===== src/rtl/ovl_pkg.sv =====
package ovl_pkg;
   typedef enum logic [1:0] {
      ST_FETCH  = 2'd0,
      ST_DECODE = 2'd1,
      ST_EXEC   = 2'd2,
      ST_BRANCH = 2'd3
   } ovl_state_e;

   typedef struct packed {
      logic n;
      logic v;
      logic z;
      logic c;
   } ovl_flags_t;
endpackage


===== src/rtl/ovl_alu.sv =====
module ovl_alu #(
   parameter int DW = 8
) (
   input  logic                clk,
   input  logic                rst_n,
   input  logic                load,
   input  logic [DW-1:0]       opa,
   input  logic [DW-1:0]       opb,
   output logic [DW-1:0]       res_q,
   output ovl_pkg::ovl_flags_t flags_q
);
   localparam int MSB = DW - 1;

   logic [DW:0]   sum_w;
   logic [DW-1:0] res_w;
   logic          ovf_w;

   // add with the carry flag; there is no register in front of the adder
   assign sum_w = {1'b0, opa} + {1'b0, opb} + {{DW{1'b0}}, flags_q.c};
   assign res_w = sum_w[DW-1:0];
   assign ovf_w = (opa[MSB] == opb[MSB]) && (res_w[MSB] != opa[MSB]);

   always_ff @(posedge clk) begin
      if (!rst_n) begin
         res_q   <= '0;
         flags_q <= '0;
      end else if (load) begin
         res_q     <= res_w;
         flags_q.n <= res_w[MSB];
         flags_q.v <= ovf_w;
         flags_q.z <= (res_w == '0);
         flags_q.c <= sum_w[DW];
      end
   end
endmodule


===== src/rtl/ovl_seq.sv =====
module ovl_seq #(
   parameter int            AW     = 16,
   parameter int            DW     = 8,
   parameter logic [AW-1:0] START  = 16'h0010,
   parameter logic [DW-1:0] OP_ADD = 8'hA1,
   parameter logic [DW-1:0] OP_BRN = 8'hB2
) (
   input  logic                clk,
   input  logic                rst_n,
   input  logic [DW-1:0]       rdata,
   input  logic                neg,
   output logic [AW-1:0]       addr,
   output ovl_pkg::ovl_state_e st_q
);
   import ovl_pkg::*;

   localparam logic [AW-1:0] ONE = AW'(1);

   ovl_state_e    st_d;
   logic [AW-1:0] pc_q, pc_d, off_ext, tgt;

   if (AW > DW) begin : g_sext
      assign off_ext = {{(AW-DW){rdata[DW-1]}}, rdata};
   end else begin : g_same
      assign off_ext = rdata[AW-1:0];
   end

   assign tgt = pc_q + off_ext;

   always_comb begin
      addr = pc_q;
      pc_d = pc_q + ONE;
      st_d = ST_DECODE;
      case (st_q)
         ST_FETCH:  st_d = ST_DECODE;
         ST_DECODE: begin
            if (rdata == OP_ADD)      st_d = ST_EXEC;
            else if (rdata == OP_BRN) st_d = ST_BRANCH;
            else                      st_d = ST_DECODE;
         end
         ST_EXEC:   st_d = ST_DECODE;
         ST_BRANCH: begin
            if (neg) begin
               addr = tgt;
               pc_d = tgt + ONE;
            end
         end
         default:   st_d = ST_FETCH;
      endcase
   end

   always_ff @(posedge clk) begin
      if (!rst_n) begin
         pc_q <= START;
         st_q <= ST_FETCH;
      end else begin
         pc_q <= pc_d;
         st_q <= st_d;
      end
   end
endmodule


===== src/rtl/ovl_acc_core.sv =====
module ovl_acc_core #(
   parameter int            AW     = 16,
   parameter int            DW     = 8,
   parameter logic [AW-1:0] START  = 16'h0010,
   parameter logic [DW-1:0] OP_ADD = 8'hA1,
   parameter logic [DW-1:0] OP_BRN = 8'hB2
) (
   input  logic          clk,
   input  logic          rst_n,
   output logic [AW-1:0] addr_o,
   input  logic [DW-1:0] rdata_i,
   output logic [DW-1:0] acc_o,
   output logic [3:0]    flags_o
);
   import ovl_pkg::*;

   if (DW < 4) begin : g_bad_dw
      $error("ovl_acc_core: DW must be at least 4");
   end
   if (AW < DW) begin : g_bad_aw
      $error("ovl_acc_core: AW must not be narrower than DW");
   end
   if (OP_ADD == OP_BRN) begin : g_bad_op
      $error("ovl_acc_core: opcodes must differ");
   end

   ovl_state_e    st;
   ovl_flags_t    flags_q;
   logic [DW-1:0] alu_q, acc_q;
   logic          wb_pend;

   ovl_seq #(
      .AW(AW), .DW(DW), .START(START), .OP_ADD(OP_ADD), .OP_BRN(OP_BRN)
   ) u_seq (
      .clk   (clk),
      .rst_n (rst_n),
      .rdata (rdata_i),
      .neg   (flags_q.n),
      .addr  (addr_o),
      .st_q  (st)
   );

   ovl_alu #(.DW(DW)) u_alu (
      .clk     (clk),
      .rst_n   (rst_n),
      .load    (st == ST_EXEC),
      .opa     (acc_q),
      .opb     (rdata_i),
      .res_q   (alu_q),
      .flags_q (flags_q)
   );

   // writeback one cycle after the ALU register loads
   always_ff @(posedge clk) begin
      if (!rst_n) begin
         wb_pend <= 1'b0;
         acc_q   <= '0;
      end else begin
         wb_pend <= (st == ST_EXEC);
         if (wb_pend) acc_q <= alu_q;
      end
   end

   assign acc_o   = acc_q;
   assign flags_o = flags_q;
endmodule


===== config.mk =====
export PLATFORM = sky130hd
export DESIGN_NAME = ovl_acc_core
export DESIGN_NICKNAME = d
export VERILOG_FILES = /design/src/rtl/ovl_pkg.sv /design/src/rtl/ovl_alu.sv /design/src/rtl/ovl_seq.sv /design/src/rtl/ovl_acc_core.sv
export SDC_FILE = /design/constraint.sdc
export NUM_CORES = 1
export LEC_CHECK = 0
export ABC_AREA = 1
export ABC_CLOCK_PERIOD_IN_PS = 2700
export BUFFER_PORTS_ARGS = -buffer_cell sky130_fd_sc_hd__clkbuf_2
export CORE_AREA = 4 4 100 102
export CTS_BUF_LIST = sky130_fd_sc_hd__clkbuf_4 sky130_fd_sc_hd__clkbuf_8
export DETAILED_ROUTE_END_ITERATION = 12
export DIE_AREA = 0 0 104 106
export GPL_TIMING_DRIVEN = 0
export SETUP_SLACK_MARGIN = 0.1
export SLEW_MARGIN = 5
export SYNTH_ARGS = -nofsm -noshare
export SYNTH_HDL_FRONTEND = slang
export SYNTH_SLANG_ARGS = --single-unit

===== constraint.sdc =====
create_clock -name clk -period 2.7 [get_ports clk]
set_clock_uncertainty 0.1 [all_clocks]
set_input_delay 0.54 -clock clk [delete_from_list [all_inputs] [get_ports clk]]
set_output_delay 0.54 -clock clk [all_outputs]
set_load 0.05 [all_outputs]

==> results of run 1 <==
## worst max-delay path, cell delays in order
cell and delay, ps:
clkbuf_8 120, ha_4 160, fa_2 380, nand2_2 100, nand2_2 60, nand3_2 80
nand2_2 80, nand2_2 90, nand2_2 60, nand2_2 80, nand2_2 60, o21ai_2 160
buf_8 160
## per-stage QoR
step / setup WS [ps] / hold slack [ps] / util [%]
after floorplan: -48.1 / 350 / -
after global placement: -541 / 358 / 42.6
after detailed placement: -540 / 359 / 42.6
after CTS: -113 / 374 / 51.4
after global routing: -176 / 392 / 56.0
final: -85.5 / 373 / 56.0
## path summary, 6_finish.rpt
| check | cells after the start | from | to |
|---|---|---|---|
| setup reg to reg | 15 | u_seq.pc_q[0] | u_seq.pc_q[14] |
| hold / removal | 2 | u_alu.flags_q[1] | u_alu.flags_q[1] |
| setup / recovery | 13 | rdata_i[0] | addr_o[14] |
| hold reg to reg | 2 | u_alu.flags_q[1] | u_alu.flags_q[1] |
## synth_stat cells, types with 7 or more instances
cell,number,area [sq um]
ha_1,24,300
nand2_2,14,87.6
xor2_1,11,96.3
a21oi_1,29,145
clkbuf_1,9,33.8
o21ai_0,42,210
inv_1,92,345
nand4_1,12,75.1
nand3_1,34,170
dfxtp_1,38,761
a31oi_1,7,43.8
nor3_1,7,35.0
nand2_1,134,503
nor2_1,58,218
## cell type report
cell class,instances,area (sq um),area share (%)
repair buffers,80,723,14.2
clock buffers,6,82.6,1.62
flip-flops and latches,38,797,15.6
inverters,98,373,7.31
multi-input cells,424,2900,56.8
plain buffers,12,88.8,1.74
well taps,111,139,2.72
## layer usage
| layer | vias up | share of wire [%] | global-route usage [%] |
|---|---|---|---|
| met5 | - | 0 | 0 |
| met4 | 0 | 1.7 | 5.41 |
| met3 | 18 | 3.3 | 2.49 |
| met2 | 95 | 51 | 35.2 |
| met1 | 1884 | 44 | 24.2 |
| li1 | 2023 | - | - |
## power by group through the flow
| stage | registers, mW | clock network (mW) | logic [mW] |
|---|---|---|---|
| floorplan | 0.583 | 0 | 0.194 |
| global placement | 0.584 | 0 | 0.255 |
| detailed placement | 0.585 | 0 | 0.258 |
| CTS | 0.570 | 0.413 | 0.337 |
| global route | 0.567 | 0.431 | 0.450 |
| finish | 0.566 | 0.398 | 0.415 |
## layout by cell type (no fill, tap or decap), types with 14 or more instances in the layout
cell type | netlist | layout
a21oi_1 | 29 | 27
o21ai_0 | 42 | 30
dfxtp_1 | 38 | 23
nor2_1 | 58 | 51
inv_2 | 4 | 20
nand2_1 | 134 | 93
ha_4 | 0 | 14
buf_4 | 1 | 45
nand3_1 | 34 | 25
inv_1 | 92 | 76
nand2_2 | 14 | 45
clkbuf_2 | 0 | 14
## flip-flops by register name, summed over array words and instances (netlist names)
register / cells
u_alu.res_q: 7
acc_o: 8
u_alu.flags_q: 4
u_seq.pc_q: 16
wb_pend: 1
u_seq.st_q: 2
## repair_timing
action                     CTS  global route
gates cloned                 0             0
pin swaps                   33            58
resized for setup          132            90
hold buffers                 0             0
setup endpoints to repair   18            23
buffers inserted            21            23
## kinds of logic (layout without fill, tap and decap cells)
logic type      count (synthesis)  in the layout
compound gates                 93             93
xor+xnor                       14             14
fa+ha+maj                      27             27
buf+inv                       110            196
flops                          38             38
simple gates                  290            290
==> flow_summary.json, run 1 <==
{
  "cts.htree.levels": 2,
  "drtIter0Drc": 241,
  "synth_xor_area_share_pct": 3.47,
  "ys_warn_count": 0,
  "synthAdderAreaFrac_pct": 10.2,
  "core_area_sq_um": 9110,
  "cts_made_buffers": 5,
  "setup_tns_ps": -431,
  "ys_async_sr_fraction_pct": 0,
  "first_pass_iters": 5,
  "r2r_slack_ps": 210,
  "drv_slew": 0,
  "swShare_pct": 32.6,
  "period_share_pct": 103,
  "final-hold-violation-count": 0,
  "p_total_mw": 1.38,
  "setup_ws_ps": -85.5,
  "ys_seq_area_share_pct": 21.5,
  "placed_cell_area_sq_um": 3880,
  "row_count": 35,
  "setup_viol": 6,
  "status": "finished with violations",
  "postRouteAntennaNets": 0,
  "worstPathRequired_ps": 2060,
  "place_congestion": 0.898,
  "syn_nets": 609,
  "root_buffer": "clkbuf_8",
  "rsz0062_at_grt": "yes",
  "ys_types": 40,
  "drt-wirelength-per-cell_microns": 14.3,
  "net-switching-power_mw": 0.449,
  "ys_seq_elements": 38,
  "peakVddDrop_v": 0.000279,
  "fin_nets": 696,
  "synth_edf_count": 0,
  "worstHoldPathType": "reg -> reg",
  "routed_via_density": 5.23,
  "synthToLayoutAreaGrowth_pct": 44.2,
  "worst_pin_slew_ps": 606,
  "pwr-share-seq_pct": 41.1,
  "instances_no_fill": 769,
  "drc": 0,
  "clock_power_share_pct": 28.8,
  "fin_area_sq_um": 5100,
  "fillers": 865,
  "p_leak_nw": 2.46,
  "grt_first_pass_wirelength_mm": 17.8,
  "syn_area_per_cell_sq_um": 6.19,
  "fp.dieH_microns": 106,
  "dp_hpwl_mm": 8.12,
  "clockBufferDepth": 2,
  "vias": 4020,
  "cp.arrival_ps": 2150,
  "syn_inst": 572,
  "drive_gt1_share_pct": 38.1,
  "fmax_mhz": 359,
  "grt_pass1_vias": 3876,
  "antenna_cells": 0,
  "cp-start-kind": "primary input",
  "antenna_found_initial": 0,
  "synth_flop_cell": "dfxtp_1",
  "p_int_mw": 0.930,
  "power_density_nw_per_um2": 270,
  "netlist_area_sq_um": 3540,
  "io_pins": 38,
  "synthMuxAreaShare_pct": 0,
  "clock-sinks": 38,
  "clk_latency_ps": 290,
  "start_util_pct": 38.8,
  "final_period_minus_worst_setup_slack_ps": 2790,
  "crit_type": "in -> out",
  "end_kind": "output pin",
  "wirelength_mm": 11.0,
  "die-area_sq_um": 11000,
  "placedCellCount": 719,
  "violations": "setup timing",
  "grt_max_degree": 12,
  "crit_fanout": 4,
  "dieWidth_microns": 104,
  "portBuffers": 36,
  "max_slew_margin_pct": 59.6,
  "overflow": 0,
  "p_comb_share_pct": 30.1,
  "synth_compound_area_share_pct": 14.6,
  "synth-simple-area-share_pct": 38.3,
  "cap_viol_max_count": 0,
  "clk_pin_slew_ps": 70,
  "synth_top_family_by_area": "simple AND/OR/NAND/NOR gates",
  "cts_tree": "done",
  "grt_util_all_layers_pct": 19.5
}
(Power assumes the default switching activity.)
==> inputs of run 2 (changes only) <==
Settings changed: PLACE_DENSITY from default to 0.57.
==> run 2 against run 1 <==
The flow still finishes with violations (setup timing). Worst hold slack better by 4.6 ps. Non-clock buffer count up 19. First-iteration DRC count down 2.5%. Clock-buffer cell count unchanged. Core utilization up 3.0 points. Fmax down 0.21%. Global-route usage up 1.3 points. Sequential power about the same. Sequential cell count unchanged.
==> flow_summary.json, run 2 (synthesis gave the netlist of run 1 again) <==
{
  "status": "finished with violations",
  "violations": "setup timing",
  "cp_num_cells": 15,
  "wl_met2_mm": 6.01,
  "overflow": 0,
  "dp_hpwl_mm": 8.23,
  "end_kind": "output pin",
  "drt-wirelength-per-cell_microns": 15.1,
  "reg2reg_depth": 18,
  "worstPathRequired_ps": 2060,
  "hold_depth": 2,
  "period_share_pct": 103,
  "first_pass_iters": 5,
  "max_slew_margin_pct": 57.1,
  "rsz0062_at_grt": "yes",
  "cts.htree.levels": 2,
  "fillers": 824,
  "crit_top_cell": "nand2_2",
  "cts_made_buffers": 5,
  "final_cell_mix": "nand2_1, inv_1, buf_4",
  "wl_met3_microns": 496,
  "drive_gt1_share_pct": 41.1,
  "synthToLayoutAreaGrowth_pct": 51.9,
  "drtIter0Drc": 235,
  "portBuffers": 36,
  "root_buffer": "clkbuf_8",
  "postRouteAntennaNets": 0,
  "cap_viol_max_count": 0,
  "crit_buf_inv": 4,
  "place_congestion": 0.852,
  "fin_nets": 715,
  "core_area_sq_um": 9110,
  "drc": 0,
  "grt_first_pass_wirelength_mm": 18.8,
  "top_register": "u_seq.pc_q",
  "vias": 4116,
  "setup_viol": 7,
  "clock-sinks": 38,
  "placedCellCount": 719,
  "cp_cell_sequence": "clkbuf_8, ha_4, nand2_2, nand2_2, nand2_1, nand2_2, nand2_1, nand3_1, nand2_1, nand2_2, inv_2, nor2_4, o21bai_4, inv_2, clkbuf_16",
  "fp.dieH_microns": 106,
  "holdBufCountCts": 0,
  "peakVddDrop_v": 0.000303,
  "grt_util_all_layers_pct": 20.8,
  "wirelength_mm": 11.9,
  "largest_register_ffs": 16,
  "cp-start-kind": "primary input",
  "power_density_nw_per_um2": 261,
  "antenna_cells": 0,
  "die-area_sq_um": 11000,
  "holdWs_ps": 377,
  "row_count": 35,
  "path_delay_family": "simple AND/OR/NAND/NOR gates",
  "final_period_minus_worst_setup_slack_ps": 2790,
  "cp.arrival_ps": 2150,
  "p_leak_nw": 2.60,
  "maxUsedRoutingLayer": "met4",
  "antenna_found_initial": 0,
  "clk_latency_ps": 300,
  "crit_fanout": 4,
  "crit_type": "in -> out",
  "clk_pin_slew_ps": 70,
  "clockBufferDepth": 2,
  "max_stage_delay_ps": 300,
  "final_common_cell": "nand2_1",
  "wl_met1_mm": 5.14,
  "cts_tree": "done",
  "slowest_stage": "ha_4",
  "final_core_util_pct": 59.0,
  "grt_pass1_vias": 4044,
  "io_pins": 38,
  "grt_max_degree": 11,
  "instances_no_fill": 788,
  "worstHoldPathType": "reg -> reg",
  "drv_slew": 0,
  "final-hold-violation-count": 0,
  "setup_ws_ps": -91.3,
  "dieWidth_microns": 104,
  "fmax_mhz": 358,
  "worst_pin_slew_ps": 643,
  "routed_via_density": 5.22,
  "start_util_pct": 38.8
}
==> run 2: cell types whose count changed in the layout (fill, tap and decap cells not counted), moves of 3 or more <==
| cell | delta |
|---|---|
| inv_2 | -4 |
| buf_8 | -3 |
| o21ai_1 | +3 |
| buf_4 | +16 |
| inv_4 | +3 |
| nand2_4 | +4 |
| o21ai_2 | -4 |
| buf_6 | +5 |
| nor2_1 | -3 |
==> run 2: worst paths after layout <==
check,start,to,slack [ps]
worst max-delay path,rdata_i[4],addr_o[11],-90
worst min-delay path,u_alu.flags_q[1],u_alu.flags_q[1],380
worst max register to register,u_seq.pc_q[0],u_seq.pc_q[10],180
worst min register to register,u_alu.flags_q[1],u_alu.flags_q[1],380
==> run 2: per-stage QoR <==
step	power, mW	cell area, sq um	setup WS [ps]	TNS, ps
after CTS	1.35	4980	-92.2	-364
final	1.40	5380	-91.3	-267
after global routing	1.46	5380	-181	-905
after global placement	0.840	3880	-553	-5770
after floorplan	0.777	3560	-48.1	-48.1
after detailed placement	0.843	3880	-582	-6060
==> run 2: report_power, final <==
part | switching (mW) | internal (mW)
Combinational | 0.248 | 0.185
Clock | 0.207 | 0.197
Sequential | 0.00747 | 0.560
Total | 0.462 | 0.942
==> run 2: tightest hold or removal path: stages, from the launching register on <==
cell	delay, ps
dfxtp_1	310
nand2_1	60
a21oi_1	60
==> run 2: cell type report <==
| class | count | area (sq um) | area share [%] |
|---|---|---|---|
| clock buffers | 6 | 82.6 | 1.54 |
| plain buffers | 12 | 73.8 | 1.37 |
| multi-input cells | 424 | 2990 | 55.7 |
| repair buffers | 99 | 913 | 17.0 |
| flip-flops and latches | 38 | 795 | 14.8 |
| well taps | 111 | 139 | 2.58 |
| inverters | 98 | 380 | 7.07 |
==> run 2: repair_timing <==
action	in CTS	in global routing
pin swaps	46	58
endpoints found under the hold margin	0	0
cloned	0	0
resized for setup	173	72
endpoints found under the setup margin	18	23
setup buffers	40	24
==> run 2: per-layer routing <==
metal | vias up | GRT usage (%)
met1 | 1942 | 25.2
met3 | 27 | 2.91
li1 | 2058 | -
met2 | 89 | 38.2
met4 | 0 | 5.60
met5 | - | 0
==> inputs of run 3 (changes only) <==
Settings changed: MAX_ROUTING_LAYER from default to met4, SLEW_MARGIN 5 to default.
==> run 3 against run 2 <==
The flow still finishes with violations (setup timing). Die area unchanged. Final cell count down 0.51%. Via count up 0.75%. Sequential share of layout area up 0.10 points. Highest routed layer unchanged. Worst hold slack better by 1.3 ps. Final area down 0.21%. Sequential cell count unchanged. Non-clock buffer count down 4. Critical path depth down 2. Core utilization down 0.12 points. Clock power about the same.
==> flow_summary.json, run 3 (synthesis gave the netlist of run 1 again) <==
{
  "drive_gt1_share_pct": 41.2,
  "period_share_pct": 103,
  "root_buffer": "clkbuf_8",
  "grt_pass1_vias": 4044,
  "min_from": "u_alu.flags_q[1]",
  "holdBufCountCts": 0,
  "grt_first_pass_wirelength_mm": 18.8,
  "worst_pin_slew_ps": 657,
  "fin_nets": 711,
  "cts_made_buffers": 5,
  "cap_viol_max_count": 0,
  "r2r_start": "u_seq.pc_q[0]",
  "min_to": "u_alu.flags_q[1]",
  "clock-sinks": 38,
  "power_density_nw_per_um2": 265,
  "worstHoldPathType": "reg -> reg",
  "reg2reg_to": "u_seq.pc_q[14]",
  "holdWs_ps": 379,
  "io_pins": 38,
  "final_period_minus_worst_setup_slack_ps": 2780,
  "setup_viol": 6,
  "clk_latency_ps": 290,
  "drt-wirelength-per-cell_microns": 15.2,
  "grt_util_all_layers_pct": 21.3,
  "routed_via_density": 5.29,
  "worstPathRequired_ps": 2060,
  "cp.arrival_ps": 2140,
  "fmax_mhz": 359,
  "die-area_sq_um": 11000,
  "wirelength_mm": 11.9,
  "clockBufferDepth": 2,
  "postRouteAntennaNets": 0,
  "largest_register_ffs": 16,
  "final-hold-violation-count": 0,
  "r2r_slack_ps": 210,
  "drc": 0,
  "antenna_cells": 0,
  "dieWidth_microns": 104,
  "row_count": 35,
  "max_slew_margin_pct": 56.2,
  "status": "finished with violations",
  "clk_pin_slew_ps": 70,
  "dp_hpwl_mm": 8.23,
  "reg2reg_depth": 15,
  "setup_ws_ps": -83.4,
  "crit_type": "in -> out",
  "grt_max_degree": 11,
  "top_register": "u_seq.pc_q",
  "p_leak_nw": 2.58,
  "dp_slack_ps": -582,
  "synthToLayoutAreaGrowth_pct": 51.6,
  "crit_fanout": 5,
  "overflow": 0,
  "start_util_pct": 38.8,
  "crit_start": "rdata_i[3]",
  "hold_depth": 2,
  "peakVddDrop_v": 0.000305,
  "antenna_found_initial": 0,
  "portBuffers": 36,
  "vias": 4147,
  "core_area_sq_um": 9110,
  "drtIter0Drc": 241,
  "cp-start-kind": "primary input",
  "cts_tree": "done",
  "drv_slew": 0,
  "cts.htree.levels": 2,
  "rsz0062_at_grt": "yes",
  "end_kind": "output pin",
  "final_cell_mix": "nand2_1, inv_1, buf_4",
  "final_common_cell": "nand2_1",
  "fp.dieH_microns": 106,
  "violations": "setup timing",
  "first_pass_iters": 6,
  "place_congestion": 0.866
}
-- run 3: cell types whose count changed in the layout (fill, tap and decap cells not counted), sizes merged --
cell / change
buf: -3
clkbuf: -1
-- run 3: how the worst max path moves through the flow --
stage                             to  depth (start not counted)
after floorplan           addr_o[14]                         11
after global placement    addr_o[11]                         13
after detailed placement  addr_o[11]                         13
after CTS                 addr_o[14]                         12
after global routing      addr_o[11]                         14
final                     addr_o[11]                         13
-- run 3: area by class of cell --
type                       count  area [sq um]
multi-input combinational    424          3000
inverter                      98           378
tap                          111           139
buffer                        12          80.1
sequential                    38           798
clock buffer                   6          82.6
timing repair buffer          95           886
fill                         827          3740
-- run 3: where the power goes --
part,total [mW],switching [mW],internal (mW),leakage [nW]
clock network,0.405,0.207,0.197,0.0431
registers,0.567,0.00763,0.560,0.315
logic,0.449,0.253,0.196,2.22
-- run 3: critical path, cell delays in order --
cell	delay, ps
clkbuf_8	130
ha_4	310
nand2_4	70
nor2_4	140
nand4_1	140
nand3_1	100
nand2_1	70
nand2_2	100
inv_2	70
nor2_4	120
o21bai_4	130
inv_2	50
clkbuf_16	160
-- run 3: per-stage QoR --
stage | TNS (ps) | cells | util [%] | cell area [sq um] | power [mW]
finish | -300 | 784 | 58.9 | 5370 | 1.42
global route | -921 | 784 | 58.9 | 5370 | 1.48
CTS | -364 | 765 | 54.7 | 4980 | 1.35
detailed placement | -6060 | 719 | 42.6 | 3880 | 0.843
global placement | -5770 | 719 | 42.6 | 3880 | 0.840
floorplan | -48.1 | 572 | - | 3560 | 0.777
-- run 3: per-layer routing --
layer	part of all wire [%]	routed length, microns	vias up	GRT usage (%)
met2	51	6090	113	38.3
met4	1.8	218	0	5.60
met1	42	4980	1970	25.2
li1	-	-	2048	-
met5	0	0	-	-
met3	5.3	629	16	2.79
-- run 3: timing repair --
action	CTS	global route
setup buffers	40	20
pin swaps	46	45
endpoints found under the setup margin	18	23
resized for setup	173	78
